$ cat src/rtl/pwit_pkg.sv
// Package: shared constants for the periodic wakeup interrupt timer.
// Assumes a byte-wide register bus with a two-bit address.
package pwit_pkg;
    localparam int RATE_W = 16;
    localparam int BUS_W  = 8;
    localparam int ADDR_W = 2;

    localparam logic [ADDR_W-1:0] ADDR_CTRL   = 2'd0;
    localparam logic [ADDR_W-1:0] ADDR_STAT   = 2'd1;
    localparam logic [ADDR_W-1:0] ADDR_RATE_H = 2'd2;
    localparam logic [ADDR_W-1:0] ADDR_RATE_L = 2'd3;

    localparam int CTRL_EN_BIT  = 0;
    localparam int CTRL_SEL_BIT = 1;
    localparam int CTRL_IE_BIT  = 2;
    localparam int STAT_FLG_BIT = 0;
endpackage

$ cat src/rtl/pwit_regs.sv
// Register file: control, status flag and the two rate bytes.
// Rate bytes and the clock-select bit accept writes only while the
// timer is stopped. The flag is write-one-to-clear, and a timeout
// event in the same cycle takes priority over the clear.
module pwit_regs
    import pwit_pkg::*;
(
    input  logic              clk,
    input  logic              rst_n,
    input  logic              bus_sel,
    input  logic              bus_wr,
    input  logic [ADDR_W-1:0] bus_addr,
    input  logic [BUS_W-1:0]  bus_wdata,
    output logic [BUS_W-1:0]  bus_rdata,
    input  logic              flag_evt,
    output logic              en_o,
    output logic              sel_o,
    output logic              ie_o,
    output logic [RATE_W-1:0] rate_o,
    output logic              flag_o
);
    localparam int HALF = RATE_W / 2;

    logic wr_stb;
    assign wr_stb = bus_sel && bus_wr;

    // Control bits; clock select is protected while running.
    always_ff @(posedge clk) begin
        if (!rst_n) begin
            en_o  <= 1'b0;
            sel_o <= 1'b0;
            ie_o  <= 1'b0;
        end else if (wr_stb && bus_addr == ADDR_CTRL) begin
            en_o <= bus_wdata[CTRL_EN_BIT];
            ie_o <= bus_wdata[CTRL_IE_BIT];
            if (!en_o) begin
                sel_o <= bus_wdata[CTRL_SEL_BIT];
            end
        end
    end

    // Rate bytes; writes land only while the timer is stopped.
    always_ff @(posedge clk) begin
        if (!rst_n) begin
            rate_o <= '0;
        end else if (wr_stb && !en_o) begin
            if (bus_addr == ADDR_RATE_H) begin
                rate_o[RATE_W-1:HALF] <= bus_wdata;
            end else if (bus_addr == ADDR_RATE_L) begin
                rate_o[HALF-1:0] <= bus_wdata;
            end
        end
    end

    // Timeout flag: set by event, cleared by writing one.
    always_ff @(posedge clk) begin
        if (!rst_n) begin
            flag_o <= 1'b0;
        end else if (flag_evt) begin
            flag_o <= 1'b1;
        end else if (wr_stb && bus_addr == ADDR_STAT && bus_wdata[STAT_FLG_BIT]) begin
            flag_o <= 1'b0;
        end
    end

    // Read multiplexer, always available.
    always_comb begin
        bus_rdata = '0;
        case (bus_addr)
            ADDR_CTRL: begin
                bus_rdata[CTRL_EN_BIT]  = en_o;
                bus_rdata[CTRL_SEL_BIT] = sel_o;
                bus_rdata[CTRL_IE_BIT]  = ie_o;
            end
            ADDR_STAT:   bus_rdata[STAT_FLG_BIT] = flag_o;
            ADDR_RATE_H: bus_rdata = rate_o[RATE_W-1:HALF];
            default:     bus_rdata = rate_o[HALF-1:0];
        endcase
    end
endmodule

$ cat src/rtl/pwit_tbase.sv
// Timebase: turns either the bus clock or a slow asynchronous clock
// into single-cycle ticks. The slow clock passes through a
// SYNC_STAGES synchroniser and a rising-edge detector. A warm-up gate
// swallows the first WARMUP slow edges after each enable, and a
// divide-by-two then yields one tick per two slow cycles.
// Assumes the slow clock is much slower than the bus clock.
module pwit_tbase #(
    parameter int SYNC_STAGES = 2,
    parameter int WARMUP      = 3
) (
    input  logic clk,
    input  logic rst_n,
    input  logic slow_clk,
    input  logic en,
    input  logic sel_bus,
    output logic tick
);
    localparam int GW = $clog2(WARMUP + 1);
    localparam logic [GW-1:0] GATE_LAST = GW'(WARMUP);

    logic [SYNC_STAGES-1:0] sync_q;
    logic                   last_q;
    logic                   rise;
    logic [GW-1:0]          gate_q;
    logic                   gate_open;
    logic                   half_q;
    logic                   slow_tick;

    // Synchroniser chain for the slow clock level.
    always_ff @(posedge clk) begin
        if (!rst_n) begin
            sync_q <= '0;
        end else begin
            sync_q <= {sync_q[SYNC_STAGES-2:0], slow_clk};
        end
    end

    // Delayed copy for rising-edge detection.
    always_ff @(posedge clk) begin
        if (!rst_n) begin
            last_q <= 1'b0;
        end else begin
            last_q <= sync_q[SYNC_STAGES-1];
        end
    end

    assign rise      = sync_q[SYNC_STAGES-1] && !last_q;
    assign gate_open = (gate_q == GATE_LAST);

    // Warm-up gate counting slow edges after enable.
    always_ff @(posedge clk) begin
        if (!rst_n || !en) begin
            gate_q <= '0;
        end else if (rise && !gate_open) begin
            gate_q <= gate_q + 1'b1;
        end
    end

    // Divide-by-two of the gated slow edges.
    always_ff @(posedge clk) begin
        if (!rst_n || !en) begin
            half_q <= 1'b0;
        end else if (rise && gate_open) begin
            half_q <= !half_q;
        end
    end

    assign slow_tick = rise && gate_open && half_q;

    // Timebase selection.
    always_comb begin
        tick = sel_bus ? 1'b1 : slow_tick;
    end
endmodule

$ cat src/rtl/pwit_counter.sv
// Period counter: counts ticks from 0 to 2*N+1 and emits a one-cycle
// event on the wrapping tick. Held at zero while disabled.
// Assumes the rate is stable while enabled.
module pwit_counter #(
    parameter int RATE_W = 16
) (
    input  logic              clk,
    input  logic              rst_n,
    input  logic              en,
    input  logic              tick,
    input  logic [RATE_W-1:0] rate,
    output logic [RATE_W:0]   cnt_o,
    output logic              evt_o
);
    logic [RATE_W:0] limit;
    logic            at_limit;

    assign limit    = {rate, 1'b1};
    assign at_limit = (cnt_o == limit);

    // Tick counter with wrap at the programmed limit.
    always_ff @(posedge clk) begin
        if (!rst_n || !en) begin
            cnt_o <= '0;
        end else if (tick) begin
            cnt_o <= at_limit ? '0 : cnt_o + 1'b1;
        end
    end

    assign evt_o = en && tick && at_limit;
endmodule

$ cat src/rtl/pwit_top.sv
// Top of the periodic wakeup interrupt timer: register file, timebase
// and period counter. The interrupt is the flag gated by its enable.
module pwit_top
    import pwit_pkg::*;
#(
    parameter int SYNC_STAGES = 2,
    parameter int WARMUP      = 3
) (
    input  logic              clk,
    input  logic              rst_n,
    input  logic              slow_clk,
    input  logic              bus_sel,
    input  logic              bus_wr,
    input  logic [ADDR_W-1:0] bus_addr,
    input  logic [BUS_W-1:0]  bus_wdata,
    output logic [BUS_W-1:0]  bus_rdata,
    output logic              irq_o
);
    logic              en_q;
    logic              sel_q;
    logic              ie_q;
    logic [RATE_W-1:0] rate_q;
    logic              flag_q;
    logic              flag_evt;
    logic              tick;
    logic [RATE_W:0]   cnt_q;

    pwit_regs u_regs (
        .clk       (clk),
        .rst_n     (rst_n),
        .bus_sel   (bus_sel),
        .bus_wr    (bus_wr),
        .bus_addr  (bus_addr),
        .bus_wdata (bus_wdata),
        .bus_rdata (bus_rdata),
        .flag_evt  (flag_evt),
        .en_o      (en_q),
        .sel_o     (sel_q),
        .ie_o      (ie_q),
        .rate_o    (rate_q),
        .flag_o    (flag_q)
    );

    pwit_tbase #(
        .SYNC_STAGES (SYNC_STAGES),
        .WARMUP      (WARMUP)
    ) u_tbase (
        .clk      (clk),
        .rst_n    (rst_n),
        .slow_clk (slow_clk),
        .en       (en_q),
        .sel_bus  (sel_q),
        .tick     (tick)
    );

    pwit_counter #(
        .RATE_W (RATE_W)
    ) u_cnt (
        .clk   (clk),
        .rst_n (rst_n),
        .en    (en_q),
        .tick  (tick),
        .rate  (rate_q),
        .cnt_o (cnt_q),
        .evt_o (flag_evt)
    );

    // Interrupt request from flag and its enable.
    always_comb begin
        irq_o = flag_q && ie_q;
    end
endmodule

$ cat config.mk
export PLATFORM = sky130hd
export DESIGN_NAME = pwit_top
export DESIGN_NICKNAME = d
export VERILOG_FILES = /design/src/rtl/pwit_pkg.sv /design/src/rtl/pwit_regs.sv /design/src/rtl/pwit_tbase.sv /design/src/rtl/pwit_counter.sv /design/src/rtl/pwit_top.sv
export SDC_FILE = /design/constraint.sdc
export NUM_CORES = 1
export LEC_CHECK = 0
export ABC_AREA = 1
export BUFFER_PORTS_ARGS = -buffer_cell sky130_fd_sc_hd__buf_2
export CAP_MARGIN = 20
export CORE_ASPECT_RATIO = 1.25
export CORE_MARGIN = 2
export CORE_UTILIZATION = 47
export DETAILED_ROUTE_END_ITERATION = 8
export PLACE_DENSITY = 0.66
export SYNTH_ARGS = -nofsm -noshare
export SYNTH_HDL_FRONTEND = slang
export SYNTH_SLANG_ARGS = --single-unit
$ cat constraint.sdc
create_clock -name clk -period 3.8 [get_ports clk]
set_input_delay 0.76 -clock clk [delete_from_list [all_inputs] [get_ports clk]]
set_output_delay 0.76 -clock clk [all_outputs]
set_load 0.005 [all_outputs]
==> impl_metrics.json <==
{
  "power_density_nw_per_um2": 350.5,
  "gp_congestion": 0.8648,
  "worstHoldPathType": "reg -> reg",
  "fp.dieW_um": 65.62,
  "final_cell_mix": "nand2_1, inv_1, nor2_1, dfxtp_1, buf_2",
  "clock_path_buffers": 2,
  "htree_levels": 2,
  "min_period_over_period_pct": 62.01,
  "cp-end-kind": "output port",
  "setup_viol": 0,
  "clock_latency_ns": 0.29,
  "numPlacedInstances": 410,
  "synth-compound-area-share_pct": 14.36,
  "drive_gt1_share_pct": 11.20,
  "grt_usage_pct": 20.96,
  "clock.fmax_mhz": 424.4,
  "seq_area_um2": 860.8,
  "clockRootBuffer": "clkbuf_8",
  "ys_seq_area_share_pct": 38.59,
  "first_pass_iters": 4,
  "wirelength_mm": 5.053,
  "worstSetupPathType": "in -> out",
  "synth_top_area_share_pct": 38.59,
  "cp_max_fo": 8,
  "wl_per_cell_um": 12.12,
  "fin_crit_ns": 2.356,
  "antenna_found_initial": 0,
  "ys_seq_elements": 43,
  "final_nets": 374,
  "hold_viol": 0,
  "grt_pass1_vias": 1950,
  "fin_hold_ws_ns": 0.4285,
  "drc_errors": 0,
  "yosys.cell_types.count": 32,
  "leakage_nw": 1.002,
  "grt_overflow": 0,
  "dieArea_um2": 5317,
  "synthCells": 332,
  "arrival_ns": 1.60,
  "synth_nets": 349,
  "fin_util_pct": 53.49,
  "cts_tree": "done",
  "cts_hold_buf": 0,
  "slew_headroom_pct": 72.50,
  "antenna_left": 0,
  "grt_max_degree": 25,
  "num_rows": 28,
  "vias": 2086,
  "grt_first_pass_wirelength_mm": 8.618,
  "postCtsSetupBuffers": 0,
  "ir_drop_mv": 0.2509,
  "netlist_top_cells_area": "dfxtp_1, nand2_1, inv_1",
  "antenna_cells": 0,
  "avgSynthCellArea_um2": 6.720,
  "area_growth_syn_to_layout_pct": 11.72,
  "cts_buffers": 5,
  "synth-adder-area-share_pct": 1.122,
  "hp-start": "u_tbase.sync_q[0]$_SDFF_PN0_",
  "multi_input_area_um2": 1122,
  "r2r_start": "u_tbase.gate_q[0]$_SDFFE_PP0P_",
  "clock_skew_ns": 0.007236,
  "synthSimpleGateAreaFrac_pct": 30.90,
  "synth_largest_area_cell": "dfxtp_1",
  "status": "finished, final reports clean",
  "start_util_pct": 47.88,
  "tns_ns": 0,
  "final_cell_count_no_fill": 417,
  "ioPinCount": 24,
  "slew_viol_final": 0,
  "mostFrequentLayoutCell": "nand2_1",
  "drv_cap": 0,
  "synth-xor-area-share_pct": 3.926,
  "synthesis.area_um2": 2231,
  "drtIter0Drc": 82,
  "postCtsResizedCells": 0,
  "tightest_slew_ns": 0.4121,
  "dp_hpwl_mm": 3.942,
  "crit_start": "bus_addr[1]",
  "ys_warn_count": 0,
  "synthMuxAreaShare_pct": 0,
  "cp.required_ns": 3.04,
  "die_h_um": 81.03,
  "portBuffers": 23,
  "start_kind": "primary input",
  "cts_sinks": 43,
  "core_area_um2": 4659,
  "detail_route.vias_per_cell": 5.002,
  "clk_pin_slew_worst_paths_ns": 0.08,
  "fill_cells": 484,
  "synth_top_family_by_area": "simple AND/OR/NAND/NOR gates",
  "rsz0062_at_grt": "false"
}
logic make-up (layout without fill, tap and decap cells):
family / Yosys count / after routing
xor gates and xnor gates: 10 / 10
adders and majority gates: 2 / 2
buffers and inverters: 61 / 86
and+or+nand+nor: 160 / 160
AOI/OAI and AO/OA: 56 / 56
DFF: 43 / 43
flip-flops by register name (all words and copies together), names as in the netlist:
register,cells
u_tbase.sync_q,2
u_regs.ie_o,1
u_regs.sel_o,1
u_regs.en_o,1
u_tbase.gate_q,2
u_regs.flag_o,1
u_cnt.cnt_o,17
u_tbase.half_q,1
u_tbase.last_q,1
u_regs.rate_o,16
synthesized netlist by cell type:
| master | count |
|---|---|
| o21ai_0 | 21 |
| inv_2 | 1 |
| xnor2_1 | 3 |
| o221ai_1 | 1 |
| nor2_1 | 45 |
| nand4_1 | 5 |
| or2_2 | 1 |
| buf_2 | 1 |
| dfxtp_1 | 43 |
| buf_6 | 2 |
| nand2_4 | 2 |
| nor2_2 | 1 |
| xor2_1 | 7 |
| nand2_1 | 85 |
| nor2_4 | 1 |
| o2111ai_1 | 1 |
| nand4_4 | 1 |
| inv_1 | 54 |
| o31ai_1 | 2 |
| a21oi_4 | 1 |
| nand3_2 | 1 |
| inv_4 | 1 |
| a211oi_1 | 1 |
| nand3_1 | 13 |
| ha_1 | 2 |
| a21oi_1 | 20 |
| nor3_1 | 4 |
| nand3b_1 | 1 |
| a31oi_1 | 1 |
| o211ai_1 | 2 |
| o22ai_1 | 6 |
| clkbuf_1 | 2 |
metal layers:
metal / up-vias / wire [um] / GRT usage (%)
li1: 1095 / - / -
met2: 58 / 2460 / 35.96
met1: 925 / 2283 / 26.10
met5: - / 0 / 0
met3: 8 / 239 / 4.294
met4: 0 / 70 / 6.875
stage by stage:
step | worst slack [ns] | instance area (um2) | power (mW)
after global routing | 1.407 | 2492 | 0.9062
after detailed placement | 1.496 | 2386 | 0.5332
after global placement | 1.521 | 2386 | 0.5326
final | 1.444 | 2492 | 0.8736
after floorplan | 1.833 | 2231 | 0.5117
after CTS | 1.483 | 2492 | 0.8801
final timing paths:
kind | end | slack, ns | cells past startpoint
max | bus_rdata[1] | 1.44 | 6
min | u_tbase.sync_q[1]$_SDFF_PN0_ | 0.43 | 2
max reg2reg | u_cnt.cnt_o[12]$_SDFFE_PP0P_ | 2.13 | 8
min reg2reg | u_tbase.sync_q[1]$_SDFF_PN0_ | 0.43 | 2
where the power goes:
part	internal [mW]	leakage, nW	switching (mW)
registers	0.459	0.348	0.00602
logic	0.0212	0.604	0.0369
clock network	0.192	0.0502	0.159
total	0.672	1.00	0.202
critical path, cell delays in order:
cell,delay [ns]
buf_2,0.11
inv_1,0.06
nor2_1,0.15
inv_1,0.18
o211ai_1,0.20
buf_2,0.14
layout make-up:
| class | instances | share of cell area, % |
|---|---|---|
| Multi-Input combinational cell | 228 | 45.03 |
| Sequential cell | 43 | 34.54 |
| Inverter | 56 | 8.534 |
| Timing Repair Buffer | 23 | 4.618 |
| Tap cell | 60 | 3.012 |
| Clock buffer | 5 | 2.761 |
| Clock inverter | 2 | 1.506 |
(Power assumes the default switching activity.)
